<file path="config.mk">
export PLATFORM = sky130hd
export DESIGN_NAME = hdlc_framer
export DESIGN_NICKNAME = d
export VERILOG_FILES = /design/src/rtl/hdlc_tx_pkg.sv /design/src/rtl/hdlc_crc16.sv /design/src/rtl/hdlc_stuff_cnt.sv /design/src/rtl/hdlc_tx_ctrl.sv /design/src/rtl/hdlc_framer.sv
export SDC_FILE = /design/constraint.sdc
export NUM_CORES = 1
export LEC_CHECK = 0
export BUFFER_PORTS_ARGS = -buffer_cell sky130_fd_sc_hd__buf_4
export CORE_UTILIZATION = 45
export DETAILED_ROUTE_END_ITERATION = 12
export PLACE_DENSITY_LB_ADDON = 0.3
export SLEW_MARGIN = 20
export SYNTH_ARGS = -nofsm -noshare
export SYNTH_HDL_FRONTEND = slang
export SYNTH_SLANG_ARGS = --single-unit
</file>
<file path="constraint.sdc">
create_clock -name clk -period 1.8 [get_ports clk]
set_input_delay 0.09 -clock clk [delete_from_list [all_inputs] [get_ports clk]]
set_output_delay 0.09 -clock clk [all_outputs]
set_load 0.005 [all_outputs]
</file>
<file path="src/rtl/hdlc_tx_pkg.sv">
// Shared definitions for the serial frame transmitter.
// Assumes 8-bit bytes and a 16-bit check sequence.
package hdlc_tx_pkg;
    // Frame sequencer phases
    typedef enum logic [2:0] {
        S_IDLE,
        S_OPEN,
        S_DATA,
        S_CRC,
        S_CLOSE,
        S_ABORT
    } txst_e;

    // Frame delimiter byte
    localparam logic [7:0] FLAG_PAT = 8'h7E;
endpackage

</file>
<file path="src/rtl/hdlc_crc16.sv">
// Bit-serial CRC accumulator, reflected form, shifting LSB first.
// Assumes the caller clears it before a frame and steps it once per payload bit.
// crc_nxt is the value after the current bit. It lets the caller capture
// the result on the same edge as the final bit.
module hdlc_crc16 #(
    parameter int              CRC_W    = 16,
    parameter logic [CRC_W-1:0] POLY_REV = 16'h8408
) (
    input  logic             clk,
    input  logic             rst_n,
    input  logic             clear,
    input  logic             step,
    input  logic             din,
    output logic [CRC_W-1:0] crc_q,
    output logic [CRC_W-1:0] crc_nxt
);
    logic fb;

    // Next remainder for one incoming bit
    always_comb begin
        fb      = crc_q[0] ^ din;
        crc_nxt = (crc_q >> 1) ^ (fb ? POLY_REV : '0);
    end

    // Remainder register: preset to all ones on clear
    always_ff @(posedge clk) begin
        if (!rst_n)     crc_q <= '1;
        else if (clear) crc_q <= '1;
        else if (step)  crc_q <= crc_nxt;
    end
endmodule

</file>
<file path="src/rtl/hdlc_stuff_cnt.sv">
// Counts consecutive ones among stuffable line bits. It requests an
// inserted zero once RUN of them have gone out.
// Assumes tick marks every line bit. Non-stuffable bits clear the count.
module hdlc_stuff_cnt #(
    parameter int RUN = 5
) (
    input  logic clk,
    input  logic rst_n,
    input  logic tick,
    input  logic stuffable,
    input  logic bit_val,
    output logic stuff_now
);
    localparam int CW = $clog2(RUN + 1);

    logic [CW-1:0] cnt;

    // Zero insertion is due when the run reaches its limit
    assign stuff_now = (cnt == CW'(RUN));

    // Run counter, advanced once per line bit
    always_ff @(posedge clk) begin
        if (!rst_n) begin
            cnt <= '0;
        end else if (tick) begin
            if (stuff_now)                   cnt <= '0;
            else if (stuffable && bit_val)   cnt <= cnt + 1'b1;
            else                             cnt <= '0;
        end
    end

    // the ones run inside a frame never passes the limit
    assert_run_limit_R4: assert property (@(posedge clk) disable iff (!rst_n)
        cnt <= CW'(RUN));
endmodule

</file>
<file path="src/rtl/hdlc_tx_ctrl.sv">
// Frame sequencer. It walks through idle fill, opening flag, payload,
// check sequence and closing flag, or through the abort pattern. It picks
// the raw line bit and takes bytes at byte boundaries.
// Assumes in_valid and in_data stay stable until they are taken. Each
// state advances only on a bit-enable cycle with no stuffed zero due.
module hdlc_tx_ctrl
    import hdlc_tx_pkg::*;
#(
    parameter int DATA_W = 8,
    parameter int CRC_W  = 16
) (
    input  logic              clk,
    input  logic              rst_n,
    input  logic              bit_en,
    input  logic              idle_ones,
    input  logic [DATA_W-1:0] in_data,
    input  logic              in_valid,
    input  logic              in_last,
    input  logic              in_abort,
    output logic              in_ready,
    input  logic              stuff_now,
    input  logic [CRC_W-1:0]  crc_nxt,
    output logic              crc_clear,
    output logic              crc_step,
    output logic              crc_din,
    output logic              stuffable,
    output logic              raw_bit,
    output logic              emit_bit,
    output logic              underrun
);
    localparam int IW = $clog2(CRC_W);

    txst_e             state;
    logic [IW-1:0]     bit_idx;
    logic [CRC_W-1:0]  shreg;
    logic              cur_last;
    logic              adv;
    logic              last_bit;
    logic              take;
    logic [CRC_W-1:0]  load_val;

    // Raw bit for the current phase and position
    always_comb begin
        case (state)
            S_IDLE:          raw_bit = idle_ones ? 1'b1 : FLAG_PAT[bit_idx[2:0]];
            S_OPEN, S_CLOSE: raw_bit = FLAG_PAT[bit_idx[2:0]];
            S_DATA, S_CRC:   raw_bit = shreg[0];
            default:         raw_bit = 1'b1;
        endcase
    end

    // Handshake, stepping and stuffing controls
    always_comb begin
        stuffable = (state == S_DATA) || (state == S_CRC);
        emit_bit  = stuff_now ? 1'b0 : raw_bit;
        adv       = bit_en && !stuff_now;
        last_bit  = (state == S_CRC) ? (bit_idx == IW'(CRC_W - 1))
                                     : (bit_idx == IW'(DATA_W - 1));
        in_ready  = adv && last_bit &&
                    ((state == S_OPEN) || ((state == S_DATA) && !cur_last));
        take      = in_ready && in_valid;
        crc_clear = (state == S_OPEN);
        crc_step  = adv && (state == S_DATA);
        crc_din   = shreg[0];
        load_val  = {{(CRC_W - DATA_W){1'b0}}, in_data};
    end

    // Phase, bit position, shifter and underrun pulse
    always_ff @(posedge clk) begin
        if (!rst_n) begin
            state    <= S_IDLE;
            bit_idx  <= '0;
            shreg    <= '0;
            cur_last <= 1'b0;
            underrun <= 1'b0;
        end else begin
            underrun <= 1'b0;
            if (adv) begin
                bit_idx <= last_bit ? '0 : bit_idx + 1'b1;
                if (stuffable) shreg <= shreg >> 1;
                case (state)
                    S_IDLE: if (last_bit && in_valid) state <= S_OPEN;
                    S_OPEN, S_DATA: begin
                        if (last_bit) begin
                            if ((state == S_DATA) && cur_last) begin
                                state <= S_CRC;
                                shreg <= ~crc_nxt;
                            end else if (in_valid) begin
                                shreg    <= load_val;
                                cur_last <= in_last;
                                state    <= in_abort ? S_ABORT : S_DATA;
                            end else begin
                                state    <= S_ABORT;
                                underrun <= 1'b1;
                            end
                        end
                    end
                    S_CRC:            if (last_bit) state <= S_CLOSE;
                    S_CLOSE, S_ABORT: if (last_bit) state <= S_IDLE;
                    default:          state <= S_IDLE;
                endcase
            end
        end
    end

    // a byte taken without abort becomes payload
    assert_take_data_R7: assert property (@(posedge clk) disable iff (!rst_n)
        (take && !in_abort) |=> (state == S_DATA));
    // a byte taken with abort is replaced by the abort pattern
    assert_take_abort_R5: assert property (@(posedge clk) disable iff (!rst_n)
        (take && in_abort) |=> (state == S_ABORT));
    // after the abort pattern the line goes straight back to idle fill
    assert_abort_exit_R5: assert property (@(posedge clk) disable iff (!rst_n)
        ((state == S_ABORT) && adv && last_bit) |=> (state == S_IDLE));
    // an underrun pulse always coincides with the abort pattern
    assert_underrun_abort_R8: assert property (@(posedge clk) disable iff (!rst_n)
        underrun |-> (state == S_ABORT));
    // the closing flag follows the sixteenth check bit
    assert_crc_close_R3: assert property (@(posedge clk) disable iff (!rst_n)
        ((state == S_CRC) && adv && last_bit) |=> (state == S_CLOSE));
endmodule

</file>
<file path="src/rtl/hdlc_framer.sv">
// Top of the serial frame transmitter. It joins the sequencer, the
// zero-insertion counter and the CRC, and registers the line bit.
// Assumes bit_en marks each serial bit period. The line holds otherwise.
module hdlc_framer #(
    parameter int DATA_W    = 8,
    parameter int CRC_W     = 16,
    parameter int STUFF_RUN = 5
) (
    input  logic              clk,
    input  logic              rst_n,
    input  logic              bit_en,
    input  logic              idle_ones,
    input  logic [DATA_W-1:0] in_data,
    input  logic              in_valid,
    input  logic              in_last,
    input  logic              in_abort,
    output logic              in_ready,
    output logic              tx_bit,
    output logic              underrun
);
    logic             stuff_now;
    logic             crc_clear;
    logic             crc_step;
    logic             crc_din;
    logic             stuffable;
    logic             raw_bit;
    logic             emit_bit;
    logic [CRC_W-1:0] crc_q;
    logic [CRC_W-1:0] crc_nxt;

    hdlc_tx_ctrl #(.DATA_W(DATA_W), .CRC_W(CRC_W)) u_ctrl (
        .clk       (clk),
        .rst_n     (rst_n),
        .bit_en    (bit_en),
        .idle_ones (idle_ones),
        .in_data   (in_data),
        .in_valid  (in_valid),
        .in_last   (in_last),
        .in_abort  (in_abort),
        .in_ready  (in_ready),
        .stuff_now (stuff_now),
        .crc_nxt   (crc_nxt),
        .crc_clear (crc_clear),
        .crc_step  (crc_step),
        .crc_din   (crc_din),
        .stuffable (stuffable),
        .raw_bit   (raw_bit),
        .emit_bit  (emit_bit),
        .underrun  (underrun)
    );

    hdlc_stuff_cnt #(.RUN(STUFF_RUN)) u_stuff (
        .clk       (clk),
        .rst_n     (rst_n),
        .tick      (bit_en),
        .stuffable (stuffable),
        .bit_val   (raw_bit),
        .stuff_now (stuff_now)
    );

    hdlc_crc16 #(.CRC_W(CRC_W)) u_crc (
        .clk     (clk),
        .rst_n   (rst_n),
        .clear   (crc_clear),
        .step    (crc_step),
        .din     (crc_din),
        .crc_q   (crc_q),
        .crc_nxt (crc_nxt)
    );

    // Line register: idles high in reset, moves once per bit enable
    always_ff @(posedge clk) begin
        if (!rst_n)      tx_bit <= 1'b1;
        else if (bit_en) tx_bit <= emit_bit;
    end

    // without a bit enable the line does not move
    assert_line_hold_R9: assert property (@(posedge clk) disable iff (!rst_n)
        !bit_en |=> $stable(tx_bit));
    // a stuffed zero never leaves the line as one
    assert_stuff_zero_R4: assert property (@(posedge clk) disable iff (!rst_n)
        (bit_en && stuff_now) |=> !tx_bit);
endmodule

</file>
==> results.md, run 1 <==
- IR analysis of the VDD net gives a maximum drop of 411 uV.
- The number of clock buffers added by TritonCTS is 5.
- After detailed routing, the number of vias per cell comes to 5.52.
- The DRC violation total after the first TritonRoute iteration is 101.
- The critical path startpoint category is a flop.
- In the final layout, the multi-input gates occupy 0.00141 mm^2.
- 0 antenna diodes ended up in the layout.
- The count of final hold-check violations was 0.
- The number of sinks driven by the clock tree is 46.
- The area of the placeable core is 0.00511 mm^2.
- Once routing completed, OpenROAD measured the worst setup slack at 0.0112 ns.
- Measured along the y axis, the die boundary spans 74.8 um.
- The via count of the first global-routing pass is 2,109.
- In this run, synthesis inferred 0 flip-flops with an integrated enable.
- The synthesized design contains 46 register bits.
- The shortest period the worst path allows is 1.79 ns.
- The type of the worst setup path is flop to flop.
- The primary flip-flop cell chosen by synthesis mapping is dfxtp_1.
- The number of max-slew violations in the final report is 0.
- For the final database, setup skew stands at 0.00934 ns.
- The async set or reset register ratio after synthesis is 0.
- The number of antenna violations at the first check in global routing is 0.
- The final net count is 355.
- The number of buffers added on ports is 17.
- Clock-pin slew was measured on the worst setup and hold paths at 0.08 ns.
- The detailed-router iteration count before antenna repair is 4.
- The share of post-route cells with drive strength above 1 is 0.207.
- The wire length after detailed routing is 5850 um.
- In this run the remaining antenna-violating nets after routing total 0.
- The headroom to the max-slew limit is 0.781.
- The sequential cell area is 933 um^2.
- The type of the worst min-delay path is input pin to flop.
- The data required time of the worst path is 2.00 ns.
- The largest net degree at the start of global routing is 21.
- A synthesized cell averages 7.77 um^2.
- The number of warnings reported in the yosys synthesis log is 0.
- The clock latency of the later-clocked register in the worst-skew pair is 0.30 ns.
- The switching portion of total power is 0.232.
- Relative to the synthesized area, the layout overhead comes to 22.5%.
- The share of total power dissipated in sequential elements is 0.527.
- Of the total power, combinational logic draws 0.084.
- met2 is the most crowded layer.
- The critical path arrival is 1.99 ns.
- The switching power of the nets is 460 uW.
- The first global-routing pass estimated 9740 um of wire.
- Routability-driven placement finished with a final weighted congestion of 0.801.
- Clock tree synthesis selected as its root buffer the cell clkbuf_8.
- Counting along the longest clock path gives a buffer depth of 2.
- The fill cell total of the finished layout is 492.
- The standard-cell row count is 26.
- TritonCTS built the clock tree.
- The post-synthesis net count is 325.
- In this run the number of H-tree levels came out at 2.
- The initial cell density of the core is 0.467.
- The aggregate negative setup slack is 0 ns.
- The slew at the pin closest to its max-slew limit is 0.327 ns.
- The post-synthesis instance area is 0.00239 mm^2.
- The internal portion of total power is 1.52 mW.
- In this run the power density over the cells is 679 mW/mm^2.
- 18 I/O pins were placed.
- The routed wirelength normalized by instance count is 14.3 um.
- The number of instances in the synthesized netlist is 307.
- The via count of the routed design is 2,254.
- In this run the static leakage power is 1.24 nW.
- The die outline width is 74.8 um.
- Of all nets on the critical path, the largest fanout is 10.
- The total die area is 0.00560 mm^2.
- After detailed routing, the number of remaining DRC violations is 0.
- The clock share of power is 0.389.
- Detailed placement finished with a half-perimeter wire length of 3970 um.
- The total of endpoints with negative setup slack in the final report is 0.
- Of the available clock period, the critical path in the final layout requires 0.994.
- The worst setup path is captured at a flop.
- For met2 alone, demand over resource in global routing was 0.385.
- The count of max-cap constraint violations is 0.
- The global-route track usage on met1 is 0.295.
- OpenSTA, run right after detailed placement, puts the worst setup slack at -0.0103 ns.
- Setup repair after global routing could not meet its margin everywhere.
- The highest clock rate is 559 MHz.
- For this run, global-route usage on met3 was measured as 0.0469.
- The aggregate global routing overflow is 0.
- For this run, the total global-route usage over all layers was measured as 0.229.
- The portion of the post-synthesis area used by sequential elements is 0.386.
- The number of distinct library cells after synthesis is 43.
- The flow ran to the end, and the final reports show no timing, DRC or antenna violations.
[flip-flops by register name, summed over array words and instances, names as in the netlist, named ones only]
register / cells
u_ctrl.cur_last: 1
u_crc.crc_q: 16
u_stuff.cnt: 3
tx_bit: 1
u_ctrl.shreg: 16
u_ctrl.underrun: 1
u_ctrl.state: 3
u_ctrl.bit_idx: 4
[placed cells by master (no fill, tap or decap), drive strengths merged, types with 2 or more instances in the layout]
master	instances
a21boi	2
or2	2
mux2i	9
inv	5
a311oi	4
buf	45
nand4	2
or3	2
nor2	14
nor2b	3
xnor2	5
nand2	63
a21oi	19
o221ai	7
xor2	4
nor3	3
ha	3
nand3	27
nand2b	4
clkbuf	6
o21ai	24
o211a	6
o211ai	11
and3	4
dfxtp	46
nand3b	2
[final cells by class]
cell class / instances / share of cell area
Multi-Input combinational cell: 233 / 0.484
Sequential cell: 46 / 0.319
Timing Repair Buffer: 45 / 0.122
Tap cell: 70 / 0.0300
Clock buffer: 6 / 0.0248
Clock inverter: 2 / 0.0128
Inverter: 6 / 0.00770
[cells by family after synthesis]
logic type | share of synthesized area
simple gates | 0.252
xor+xnor | 0.0330
buf+inv | 0.0467
flops | 0.386
mux | 0.0440
compound gates | 0.222
fa+ha+maj | 0.0157
[path summary, 6_finish.rpt]
check                  start               to  slack [ns]  cells past startpoint
max          u_ctrl.state[1]  u_ctrl.state[0]        0.01                      6
min                  in_last  u_ctrl.cur_last        0.02                      3
max reg2reg  u_ctrl.state[1]  u_ctrl.state[0]        0.01                      6
min reg2reg  u_ctrl.shreg[7]  u_ctrl.shreg[7]        0.48                      2
[what timing repair did]
item | CTS | global route
hold buffers | 0 | 0
endpoints found under the setup margin | 7 | 18
cloned | 0 | 0
buffers inserted | 2 | 2
gates resized for setup | 7 | 17
pin swaps | 1 | 6
[synthesized netlist by cell type (2+ instances only)]
cell type | n | area, um^2
inv_1 | 5 | 18.8
xor2_1 | 4 | 35.0
nor3_1 | 3 | 15.0
clkbuf_1 | 17 | 63.8
nor2b_1 | 3 | 18.8
o211a_1 | 6 | 60.1
a311oi_1 | 4 | 35.0
nand3b_1 | 2 | 15.0
a21oi_1 | 19 | 95.1
o221ai_1 | 7 | 61.3
nand3_1 | 27 | 135
nand4_1 | 2 | 12.5
nor2_1 | 14 | 52.6
buf_2 | 5 | 25.0
xnor2_1 | 5 | 43.8
mux2i_1 | 8 | 80.1
or3_1 | 2 | 12.5
o21ai_0 | 24 | 120
nand2_1 | 63 | 236
nand2b_1 | 4 | 25.0
o211ai_1 | 11 | 82.6
dfxtp_1 | 46 | 921
and3_1 | 4 | 25.0
ha_1 | 3 | 37.5
[power by group through the flow]
stage          clock, mW  sequential (mW)  combinational [mW]
6_report           0.772             1.05               0.167
3_3_place_gp           0             1.07               0.156
5_1_grt            0.835             1.05               0.187
3_5_place_dp           0             1.07               0.158
4_1_cts            0.789             1.05               0.160
2_1_floorplan          0             1.07              0.0927
[critical path, cell delays in order, from the launching register on]
cell,delay (ns)
dfxtp_4,0.37
buf_6,0.12
buf_4,0.15
or4_1,0.49
and3_4,0.21
and3_1,0.14
a41o_1,0.20
[per-stage QoR]
stage	instances	util	hold WS (ns)	power [mW]	area [um^2]
3_5_place_dp	396	0.531	0.337	1.23	2710
5_1_grt	408	0.573	0.0600	2.07	2920
6_report	408	0.573	0.0219	1.98	2920
4_1_cts	406	0.559	0.0213	2.00	2850
3_3_place_gp	396	0.531	0.328	1.23	2710
2_1_floorplan	307	-	0.234	1.16	2400
[layer usage]
| layer | routed length [um] | share of wire |
|---|---|---|
| met5 | 0 | 0 |
| met4 | 118 | 0.020 |
| met2 | 2700 | 0.46 |
| met3 | 209 | 0.036 |
| met1 | 2820 | 0.48 |
Note: power is estimated with default switching activity, not from simulation.
==> run 2: changes to the inputs <==
--- a/config.mk
+++ b/config.mk
@@ -8,7 +8,8 @@
 export BUFFER_PORTS_ARGS = -buffer_cell sky130_fd_sc_hd__buf_4
 export CORE_UTILIZATION = 45
 export DETAILED_ROUTE_END_ITERATION = 12
-export PLACE_DENSITY_LB_ADDON = 0.3
+export PLACE_DENSITY = 0.74
+export RECOVER_POWER = 25
 export SLEW_MARGIN = 20
 export SYNTH_ARGS = -nofsm -noshare
 export SYNTH_HDL_FRONTEND = slang
==> results.md, run 2 (same netlist as run 1, synthesis figures left out) <==
- The run finished with clean final reports.
- The critical path arrival is 1.96 ns (-0.03 ns).
- The worst min-delay path startpoint is in_last.
- The height of the die was 74.8 um (unchanged).
- The clock edge transition at the registers on the reported setup and hold paths is 0.09 ns (about the same).
- The detailed-router iteration count before antenna repair is 4 (unchanged).
- The via count of the routed design is 2,275 (+0.93%).
- The antenna cell count is 0 (unchanged).
- The switching power of the nets is 452 uW (-1.6%).
- The maximum clock skew at final layout is 0.00778 ns (-0.00157 ns).
- The register-to-register setup slack is 0.03 ns (+0.02 ns).
- The end point of the most critical hold path is u_ctrl.cur_last.
- The clock share of power is 0.386 (-0.003).
- The most common library cell in the layout ignoring fill and taps is nand2_1.
- The total length of routed met3 wires is 263 um (+26%).
- The count of final hold-check violations is 0 (unchanged).
- The total die area is 0.00560 mm^2 (unchanged).
- The post-detailed-route via-to-cell ratio is 5.60 (+1.4%).
- The total power divided by cell area was 681 mW/mm^2 (+0.35%).
- The total of endpoints with negative setup slack in the final report is 0 (unchanged).
- The total CTS buffers is 5 (unchanged).
- The final net count came to 353 (-0.56%).
- The share of post-route cells with drive strength above 1 is 0.199 (-0.00770).
- The worst flop-to-flop path endpoint is u_ctrl.shreg[0].
- The routed wirelength normalized by instance count was 14.6 um (+1.9%).
- The uppermost layer routed is met4.
- The initial cell density of the core came to 0.467 (unchanged).
- The number of nets still failing antenna checks after routing is 0 (unchanged).
- The standard-cell row count came to 26 (unchanged).
- The area of the placeable core is 0.00511 mm^2 (unchanged).
- The relative contribution of sequential cells to total power is 0.529 (+0.002).
- The headroom to the max-slew limit was 0.735 (-0.0458).
- The number of primary I/O pins is 18 (unchanged).
- The count of max-cap constraint violations is 0 (unchanged).
- The via count of the first global-routing pass is 2,104 (-0.24%).
- The type of the worst setup path is flop to flop.
- The die outline width is 74.8 um (unchanged).
- The switching portion of total power came to 0.229 (-0.00313).
- Setup repair after global routing could not meet its margin everywhere.
- The routed length on met1 is 2740 um (-3.0%).
- The half-perimeter wire length after detailed placement is 4080 um (+3.0%).
- The clock latency of the later-clocked register in the worst-skew pair came to 0.29 ns (about the same).
- TritonCTS built the clock tree.
- The top cell types in the final layout, fill and taps aside, are 63 x nand2_1, 41 x dfxtp_1, 37 x buf_4.
- The wire length after detailed routing is 5930 um (+1.4%).
- The largest registers in the layout are u_crc.crc_q (16), u_ctrl.shreg (16), u_ctrl.bit_idx (4).
- The depth of the most critical reg-to-reg path came to 6 (unchanged).
- The number of sinks driven by the clock tree is 46 (unchanged).
- The maximum buffer depth of the clock tree is 2 (unchanged).
- The minimum setup slack in the final design is 0.0334 ns (+0.0222 ns).
- The power share of the combinational group is 0.085 (about the same).
- The maximum fanout along the worst path was 5 (-5).
- The highest clock rate is 566 MHz (+1.3%).
- The detailed route wirelength on metal2 is 2900 um (+7.1%).
- The static leakage is 1.23 nW (-0.61%).
- The total routing resource utilization after global routing is 0.234 (+0.00480).
- The largest net degree at the start of global routing is 29 (+38%).
- The worst setup path is captured at a flop.
- The aggregate negative setup slack came to 0 ns (unchanged).
- The number of H-tree levels came to 2 (unchanged).
- The cell sitting at the root of the clock tree is a clkbuf_8.
- The worst supply voltage drop on vdd is 479 uV (+16%).
- The area growth from synthesis to layout is 21.8%.
- The number of antenna violations at the first check in global routing was 0 (unchanged).
- The shortest period the worst path allows is 1.77 ns (-0.0222 ns).
- The cell depth of the worst hold path came to 3 (unchanged).
- In this run the critical register-to-register path is launched from u_ctrl.bit_idx[3].
- The total DRC errors in the routed layout came to 0 (unchanged).
- The share of the clock period used by the worst path after layout was 0.981 (-0.0123).
- The DRC violation total after the first TritonRoute iteration was 116 (+15%).
- The type of the worst min-delay path is input pin to flop.
- The internal portion of total power came to 1.53 mW (+0.12%).
- The wire length of the first global-routing pass is 9940 um (+2.1%).
- The post-placement setup slack is 0.00201 ns (+0.0123 ns).
- The number of buffers added on ports was 17 (unchanged).
- The aggregate global routing overflow is 0 (unchanged).
- The post-cts hold buffer count is 0 (unchanged).
- The critical path startpoint category is a flop.
- The slew at the pin closest to its max-slew limit came to 0.397 ns (+0.0699 ns).
- The fill cell total of the finished layout was 480 (-2.4%).
- The data required time of the worst path is 2.00 ns (about the same).
- The weighted congestion reported at the end of routability-driven placement is 0.843 (+5.2%).
- The number of max-slew violations in the final report is 0 (unchanged).
==> run 2: changes by cell type in the layout (fill, tap and decap cells not counted), sizes merged <==
cell	previous run	this run
clkbuf	6	8
buf	45	41
==> run 2: worst max-delay path by stage <==
stage	start	to	slack, ns
after floorplan	u_ctrl.bit_idx[0]	u_ctrl.shreg[11]	0.005
after global placement	u_ctrl.bit_idx[1]	u_ctrl.shreg[12]	0.07
after detailed placement	u_ctrl.bit_idx[1]	u_ctrl.shreg[12]	0.002
after CTS	u_ctrl.state[0]	in_ready	-0.01
after global routing	u_ctrl.bit_idx[3]	u_ctrl.shreg[0]	-0.09
final	u_ctrl.bit_idx[3]	u_ctrl.shreg[0]	0.03
==> run 2: stage by stage <==
step	instance area (um^2)	total power [mW]	hold WS (ns)	std cells	util
floorplan	2400	1.16	0.234	307	-
global placement	2730	1.23	0.322	397	0.535
detailed placement	2730	1.24	0.328	397	0.535
CTS	2860	1.99	0.0219	406	0.561
global route	2910	2.05	0.0577	406	0.569
finish	2910	1.98	0.0228	406	0.569
==> run 2: cell type report <==
cell class	instances	area [um^2]	area share
clock inverters	2	37.5	0.0129
multi-input cells	233	1410	0.484
flip-flops and latches	46	932	0.321
repair buffers	43	347	0.119
clock buffers	6	72.6	0.0250
inverters	6	22.5	0.00775
well taps	70	87.6	0.0301
==> run 2: timing repair <==
item | in CTS | in global routing
pin swaps | 3 | 4
setup endpoints to repair | 3 | 13
gates resized for setup | 6 | 13
buffers inserted | 1 | 0
gates cloned | 0 | 0
==> run 2: critical path: stages, from the launching register on <==
cell      delay, ns
dfxtp_1        0.37
or2_1          0.25
or3_4          0.39
buf_4          0.17
o21ai_0        0.17
a21oi_1        0.10
a311oi_2       0.23
==> run 2: metal layers <==
metal,track usage,vias up
met4,0.0566,0
met5,0,-
met2,0.393,58
li1,-,1144
met3,0.0482,4
met1,0.308,1069
==> run 2: power groups by stage <==
stage | clock network (mW) | registers [mW] | logic [mW]
after floorplan | 0 | 1.07 | 0.0927
final | 0.764 | 1.05 | 0.169
after detailed placement | 0 | 1.07 | 0.164
after CTS | 0.772 | 1.05 | 0.165
after global routing | 0.816 | 1.05 | 0.187
after global placement | 0 | 1.07 | 0.161
